File: config.mk
export PLATFORM = sky130hd
export DESIGN_NAME = rxpar_guard
export DESIGN_NICKNAME = d
export VERILOG_FILES = /design/src/rtl/rxpar_pkg.sv /design/src/rtl/rxpar_check.sv /design/src/rtl/rxpar_handshake.sv /design/src/rtl/rxpar_flags.sv /design/src/rtl/rxpar_guard.sv
export SDC_FILE = /design/constraint.sdc
export NUM_CORES = 1
export LEC_CHECK = 0
export BUFFER_PORTS_ARGS = -buffer_cell sky130_fd_sc_hd__buf_2
export CORE_MARGIN = 3
export CORE_UTILIZATION = 35
export CTS_BUF_LIST = sky130_fd_sc_hd__clkbuf_4
export DETAILED_ROUTE_END_ITERATION = 7
export PLACE_DENSITY = 0.74
export SYNTH_ARGS = -nofsm -noshare
export SYNTH_HDL_FRONTEND = slang
export SYNTH_HIERARCHICAL = 1
export SYNTH_SLANG_ARGS = --single-unit
File: constraint.sdc
create_clock -name clk_i -period 0.8 [get_ports clk_i]
set_input_delay 0.04 -clock clk_i [delete_from_list [all_inputs] [get_ports clk_i]]
set_output_delay 0.04 -clock clk_i [all_outputs]
set_load 0.1 [all_outputs]
File: src/rtl/rxpar_pkg.sv
package rxpar_pkg;
  typedef enum logic {
    ROLE_TARGET = 1'b0,
    ROLE_INIT   = 1'b1
  } role_e;

  localparam int unsigned SRC_N    = 2;
  localparam int unsigned SRC_BUS  = 0;
  localparam int unsigned SRC_FIFO = 1;
endpackage

File: src/rtl/rxpar_check.sv
module rxpar_check #(
  parameter int unsigned W = 8
) (
  input  logic [W-1:0] data_i,
  input  logic         par_i,
  input  logic         sample_i,
  input  logic         en_i,
  output logic         bad_o
);
  localparam int unsigned WORD_W = W + 1;

  logic [WORD_W-1:0] word;
  logic              odd_ones;

  always_comb begin
    word     = {par_i, data_i};
    odd_ones = ^word;
    bad_o    = sample_i & en_i & ~odd_ones;
  end
endmodule

File: src/rtl/rxpar_handshake.sv
module rxpar_handshake (
  input  logic clk_i,
  input  logic rst_ni,
  input  logic hs_in_i,
  input  logic hold_set_i,
  output logic rise_o,
  output logic ack_o
);
  logic hs_q,   hs_d;
  logic ack_q,  ack_d;
  logic hold_q, hold_d;

  assign rise_o = hs_in_i & ~hs_q;

  always_comb begin
    hs_d   = hs_in_i;
    ack_d  = ack_q;
    hold_d = hold_q;
    if (rise_o) begin
      ack_d  = 1'b1;
      hold_d = hold_set_i;
    end else if (ack_q && !hs_in_i) begin
      if (hold_q) begin
        hold_d = 1'b0;
      end else begin
        ack_d = 1'b0;
      end
    end
  end

  always_ff @(posedge clk_i or negedge rst_ni) begin
    if (!rst_ni) begin
      hs_q   <= 1'b0;
      ack_q  <= 1'b0;
      hold_q <= 1'b0;
    end else begin
      hs_q   <= hs_d;
      ack_q  <= ack_d;
      hold_q <= hold_d;
    end
  end

  assign ack_o = ack_q;

  // The acknowledge only ever rises in answer to an inbound strobe.
  assert_ack_answers_R7: assert property (@(posedge clk_i) disable iff (!rst_ni)
    $rose(ack_q) |-> $past(hs_in_i));

  // A pending hold keeps the acknowledge up for the next cycle.
  assert_hold_keeps_ack_R7: assert property (@(posedge clk_i) disable iff (!rst_ni)
    (hold_q && ack_q) |=> ack_q);
endmodule

File: src/rtl/rxpar_flags.sv
module rxpar_flags
  import rxpar_pkg::*;
(
  input  logic clk_i,
  input  logic rst_ni,
  input  logic bus_bad_i,
  input  logic fifo_bad_i,
  input  logic role_i,
  input  logic atn_en_i,
  input  logic irq_en_i,
  input  logic phase_chg_i,
  input  logic atn_clr_i,
  input  logic sts_clr_i,
  output logic atn_set_o,
  output logic sts_o,
  output logic atn_o,
  output logic irq_o
);
  logic sts_q, sts_d;
  logic atn_q, atn_d;
  logic sts_en, atn_en;

  always_comb begin
    atn_set_o = bus_bad_i & (role_i == ROLE_INIT) & atn_en_i;

    sts_en = sts_clr_i | bus_bad_i | fifo_bad_i;
    sts_d  = (sts_q & ~sts_clr_i) | bus_bad_i | fifo_bad_i;

    atn_en = atn_set_o | phase_chg_i | atn_clr_i;
    atn_d  = atn_set_o;
  end

  always_ff @(posedge clk_i or negedge rst_ni) begin
    if (!rst_ni) begin
      sts_q <= 1'b0;
    end else if (sts_en) begin
      sts_q <= sts_d;
    end
  end

  always_ff @(posedge clk_i or negedge rst_ni) begin
    if (!rst_ni) begin
      atn_q <= 1'b0;
    end else if (atn_en) begin
      atn_q <= atn_d;
    end
  end

  assign sts_o = sts_q;
  assign atn_o = atn_q;
  assign irq_o = sts_q & irq_en_i;

  assert_sticky_status_R3: assert property (@(posedge clk_i) disable iff (!rst_ni)
    (sts_q && !sts_clr_i) |=> sts_q);

  assert_target_no_atn_R6: assert property (@(posedge clk_i) disable iff (!rst_ni)
    (role_i == ROLE_TARGET && !atn_q) |=> !atn_q);

  assert_atn_holds_R9: assert property (@(posedge clk_i) disable iff (!rst_ni)
    (atn_q && !phase_chg_i && !atn_clr_i) |=> atn_q);
endmodule

File: src/rtl/rxpar_guard.sv
module rxpar_guard
  import rxpar_pkg::*;
#(
  parameter int unsigned DATA_W = 8
) (
  input  logic              clk_i,
  input  logic              rst_ni,
  input  logic              role_i,
  input  logic              chk_en_i,
  input  logic              atn_en_i,
  input  logic              irq_en_i,
  input  logic              hs_in_i,
  input  logic [DATA_W-1:0] bus_data_i,
  input  logic              bus_par_i,
  input  logic              fifo_xfer_i,
  input  logic [DATA_W-1:0] fifo_data_i,
  input  logic              fifo_par_i,
  input  logic              phase_chg_i,
  input  logic              atn_clr_i,
  input  logic              sts_clr_i,
  output logic              hs_out_o,
  output logic              atn_o,
  output logic              err_sts_o,
  output logic              irq_o
);
  localparam int unsigned SYNC_N = 2;

  // Reset: asserted asynchronously, released on the clock.
  logic [SYNC_N-1:0] rst_sync_q;
  logic              rst_n;

  always_ff @(posedge clk_i or negedge rst_ni) begin
    if (!rst_ni) begin
      rst_sync_q <= '0;
    end else begin
      rst_sync_q <= {rst_sync_q[SYNC_N-2:0], 1'b1};
    end
  end
  assign rst_n = rst_sync_q[SYNC_N-1];

  logic                    bus_rise;
  logic                    atn_set;
  logic [SRC_N-1:0]        src_smp;
  logic [SRC_N-1:0]        src_par;
  logic [SRC_N-1:0]        src_bad;
  logic [DATA_W-1:0]       src_dat [SRC_N];

  always_comb begin
    src_smp[SRC_BUS]  = bus_rise;
    src_par[SRC_BUS]  = bus_par_i;
    src_dat[SRC_BUS]  = bus_data_i;
    src_smp[SRC_FIFO] = fifo_xfer_i;
    src_par[SRC_FIFO] = fifo_par_i;
    src_dat[SRC_FIFO] = fifo_data_i;
  end

  for (genvar g = 0; g < SRC_N; g++) begin : g_src
    rxpar_check #(.W(DATA_W)) i_check (
      .data_i   (src_dat[g]),
      .par_i    (src_par[g]),
      .sample_i (src_smp[g]),
      .en_i     (chk_en_i),
      .bad_o    (src_bad[g])
    );
  end

  rxpar_handshake i_hs (
    .clk_i      (clk_i),
    .rst_ni     (rst_n),
    .hs_in_i    (hs_in_i),
    .hold_set_i (atn_set),
    .rise_o     (bus_rise),
    .ack_o      (hs_out_o)
  );

  rxpar_flags i_flags (
    .clk_i       (clk_i),
    .rst_ni      (rst_n),
    .bus_bad_i   (src_bad[SRC_BUS]),
    .fifo_bad_i  (src_bad[SRC_FIFO]),
    .role_i      (role_i),
    .atn_en_i    (atn_en_i),
    .irq_en_i    (irq_en_i),
    .phase_chg_i (phase_chg_i),
    .atn_clr_i   (atn_clr_i),
    .sts_clr_i   (sts_clr_i),
    .atn_set_o   (atn_set),
    .sts_o       (err_sts_o),
    .atn_o       (atn_o),
    .irq_o       (irq_o)
  );

  // Attention comes up together with the acknowledge and is still up
  // one cycle later: attention leads the release.
  assert_atn_leads_release_R7: assert property (@(posedge clk_i) disable iff (!rst_n)
    $rose(atn_o) |=> hs_out_o);

  assert_status_needs_enable_R2: assert property (@(posedge clk_i) disable iff (!rst_n)
    $rose(err_sts_o) |-> $past(chk_en_i));

  assert_atn_gating_R6: assert property (@(posedge clk_i) disable iff (!rst_n)
    $rose(atn_o) |-> $past(role_i && atn_en_i && chk_en_i));

  assert_fifo_no_atn_R5: assert property (@(posedge clk_i) disable iff (!rst_n)
    (fifo_xfer_i && !bus_rise && !atn_o) |=> !atn_o);
endmodule

==> metrics.yaml <==
synth-seq-cells: 7
stdcell_area_um2: 868.3
yosys_warnings: 6
cts.sinks: 7
drt_wl_total_um: 1178
cts_root_buf: "clkbuf_4"
synth_top_area_share_pct: 37.74
grt_pass1_vias: 462
crit_arrival_ps: 1820
fp.dieH_um: 42.42
synth_largest_area_cell: "dfrtp_1"
clk_latency_ps: 250
dp_hpwl_um: 858.9
async_flop_share_pct: 100.0
cts_max_path_buffers: 2
p_sw_uw: 529.2
fin_cells: 101
postLayoutCoreUtil_pct: 74.15
start_util_pct: 39.64
cpPeakStageDelay_ps: 340
seq_area_frac_synth_pct: 37.74
drc: 0
hold_viol_final: 0
final_nets: 117
syn_inst: 39
core_area_um2: 1171
powerDensity_nw_per_um2: 1763
total_power_uw: 1531
die_w_um: 42.42
drt-initial-drc-count: 8
clk_pin_slew_worst_paths_ps: 50
critPathLaunchType: "register"
cts_inserted_buffers: 3
p_leak_uw: 0.0004734
p_int_uw: 1001
cp.required_ps: 940
htree_levels: 1
clockPowerShare_pct: 23.8
grtUsageTotal_pct: 13.86
crit_chain: "and2b_2, nand2_2, nor2_1, mux2_4, and3_4, mux2_4, a22o_1"
firstDrtPassIters: 4
die_area_um2: 1799
p_seq_share_pct: 27.3
grt_max_degree: 6
swShare_pct: 34.57
slew_violations: 0
synth.area.top_cells: "dfrtp_1 (38%), xnor3_1 (19%), xnor2_1 (7.5%)"
crit_top_cell: "mux2_4"
syn_area_um2: 464.2
synth.most_common_cell: "dfrtp_1"
ios: 33
cts_tree: "built"
outcome: "complete, but fails checks"
end_kind: "register"
setup_violations: 8
peakVddDrop_uv: 1334
area_growth_pct: 87.06
combPwrFrac_pct: 48.9
dp.cells: 91
syn_area_per_cell_um2: 11.90
min_path_type: "primary input to register"
placed_area_um2: 758.2
drive_above_1_share_pct: 66.67
cp_max_fo: 2
grt_antenna_before_repair: 0
fmax_ghz: 0.5962
failed_checks: "setup timing"
vias: 435
wl_per_cell_um: 11.66
crit_type: "register to register"
finalCritPeriodShare_pct: 209.6
setup_tns_ps: -2875
fin_worst_skew_ps: 2.263
io_buffers: 32
finalCriticalPeriod_ps: 1677
viasPerCell: 4.307
ys_types: 18
cpMaxStageDelayCell: "dfrtp_1"
cap_viol_max_count: 0
grt_overflow: 0
ant_nets: 0
synth_nets: 68
gp_congestion: 0.6925
rsz0062_at_grt: "true"
num_rows: 12
setup_ws_ps: -877.2
synthTopCellsByCount: "dfrtp_1 (7), nor2_1 (5), xnor2_1 (4), xnor3_1 (4)"
n_antenna_cell: 0
synth-edff-count: 0
synthFlopType: "dfrtp_1"
grt_first_pass_wirelength_um: 1904
==> flip-flops by register name, summed over array words and instances, names as in the netlist <==
name           cells
i_flags/atn_o      1
i_flags/sts_o      1
i_hs/hold_q        1
rst_sync_q         2
i_hs/hs_q          1
i_hs/ack_o         1
==> path summary, 6_finish.rpt <==
| path | from | endpoint | slack [ps] | cells past startpoint |
|---|---|---|---|---|
| max in group asynchronous | rst_sync_q[1]$_DFF_PN0_ | i_hs/ack_o$_DFFE_PN0P_ | 520 | 0 |
| min reg2reg | rst_sync_q[1]$_DFF_PN0_ | i_hs/ack_o$_DFFE_PN0P_ | 80 | 0 |
| max reg2reg | i_hs/hs_q$_DFF_PN0_ | i_hs/hold_q$_DFFE_PN0P_ | -880 | 7 |
| max | i_hs/hs_q$_DFF_PN0_ | i_hs/hold_q$_DFFE_PN0P_ | -880 | 7 |
| min in group asynchronous | rst_sync_q[1]$_DFF_PN0_ | i_hs/ack_o$_DFFE_PN0P_ | 80 | 0 |
| min | hs_in_i | i_hs/hs_q$_DFF_PN0_ | 30 | 2 |
==> repair_timing <==
action	in CTS	in global routing
hold buffers	2	0
endpoints found under the hold margin	3	0
buffers inserted	2	2
endpoints found under the setup margin	8	8
gates resized for setup	6	3
pin swaps	2	0
==> power by group through the flow <==
stage | Clock, uW | Combinational, uW | Sequential [uW]
3_5_place_dp | 0 | 680 | 419
3_3_place_gp | 0 | 674 | 418
6_report | 364 | 749 | 418
5_1_grt | 400 | 788 | 423
4_1_cts | 380 | 727 | 417
2_1_floorplan | 0 | 254 | 570
==> layer usage <==
metal	share of wire (%)	track usage (%)
met3	8.8	5.150
met5	0	0
met1	37	15.00
met4	0	3.727
met2	54	24.92
==> layout make-up <==
cell class | instances | area (um2)
inverters | 1 | 3.754
repair buffers | 44 | 330.3
multi-input cells | 31 | 305.3
flip-flops and latches | 7 | 181.4
well taps | 14 | 17.52
fillers | 86 | 302.8
clock buffers | 4 | 30.03
==> logic make-up after synthesis <==
kind of cell    share of synthesized area (%)
other cells                            0.8078
flops                                   37.74
buf+inv                                0.8078
xor+xnor                                30.73
simple gates                            15.37
mux                                     8.895
compound gates                          5.661
==> per-stage QoR <==
step	hold WS (ps)	setup slack (ps)
final	25.24	-877.2
after global routing	28.06	-912.7
after CTS	13.25	-867.3
after detailed placement	-174.1	-955.5
after global placement	-175.9	-931.9
after floorplan	-255.6	-825.9
==> critical path: cells and delay by family, from the launching register on <==
kind / cells / cell delay, ps
mux: 2 / 530
simple gates: 4 / 480
compound gates: 1 / 200
flops: 1 / 340
==> cell usage in the layout, fill, tap and decap left out, types with 2 or more instances in the layout <==
cell | netlist | routed
buf_2 | 0 | 28
buf_4 | 0 | 6
clkbuf_4 | 0 | 4
xnor3_1 | 4 | 4
nor2_1 | 5 | 4
xnor2_1 | 4 | 4
buf_6 | 0 | 4
dfrtp_1 | 7 | 4
buf_12 | 0 | 4
mux2_4 | 2 | 3
nor2b_1 | 2 | 2
xor2_1 | 2 | 2
dlygate4sd3_1 | 0 | 2
dfrtp_2 | 0 | 2
No activity file was read; power rests on OpenSTA's default activity.
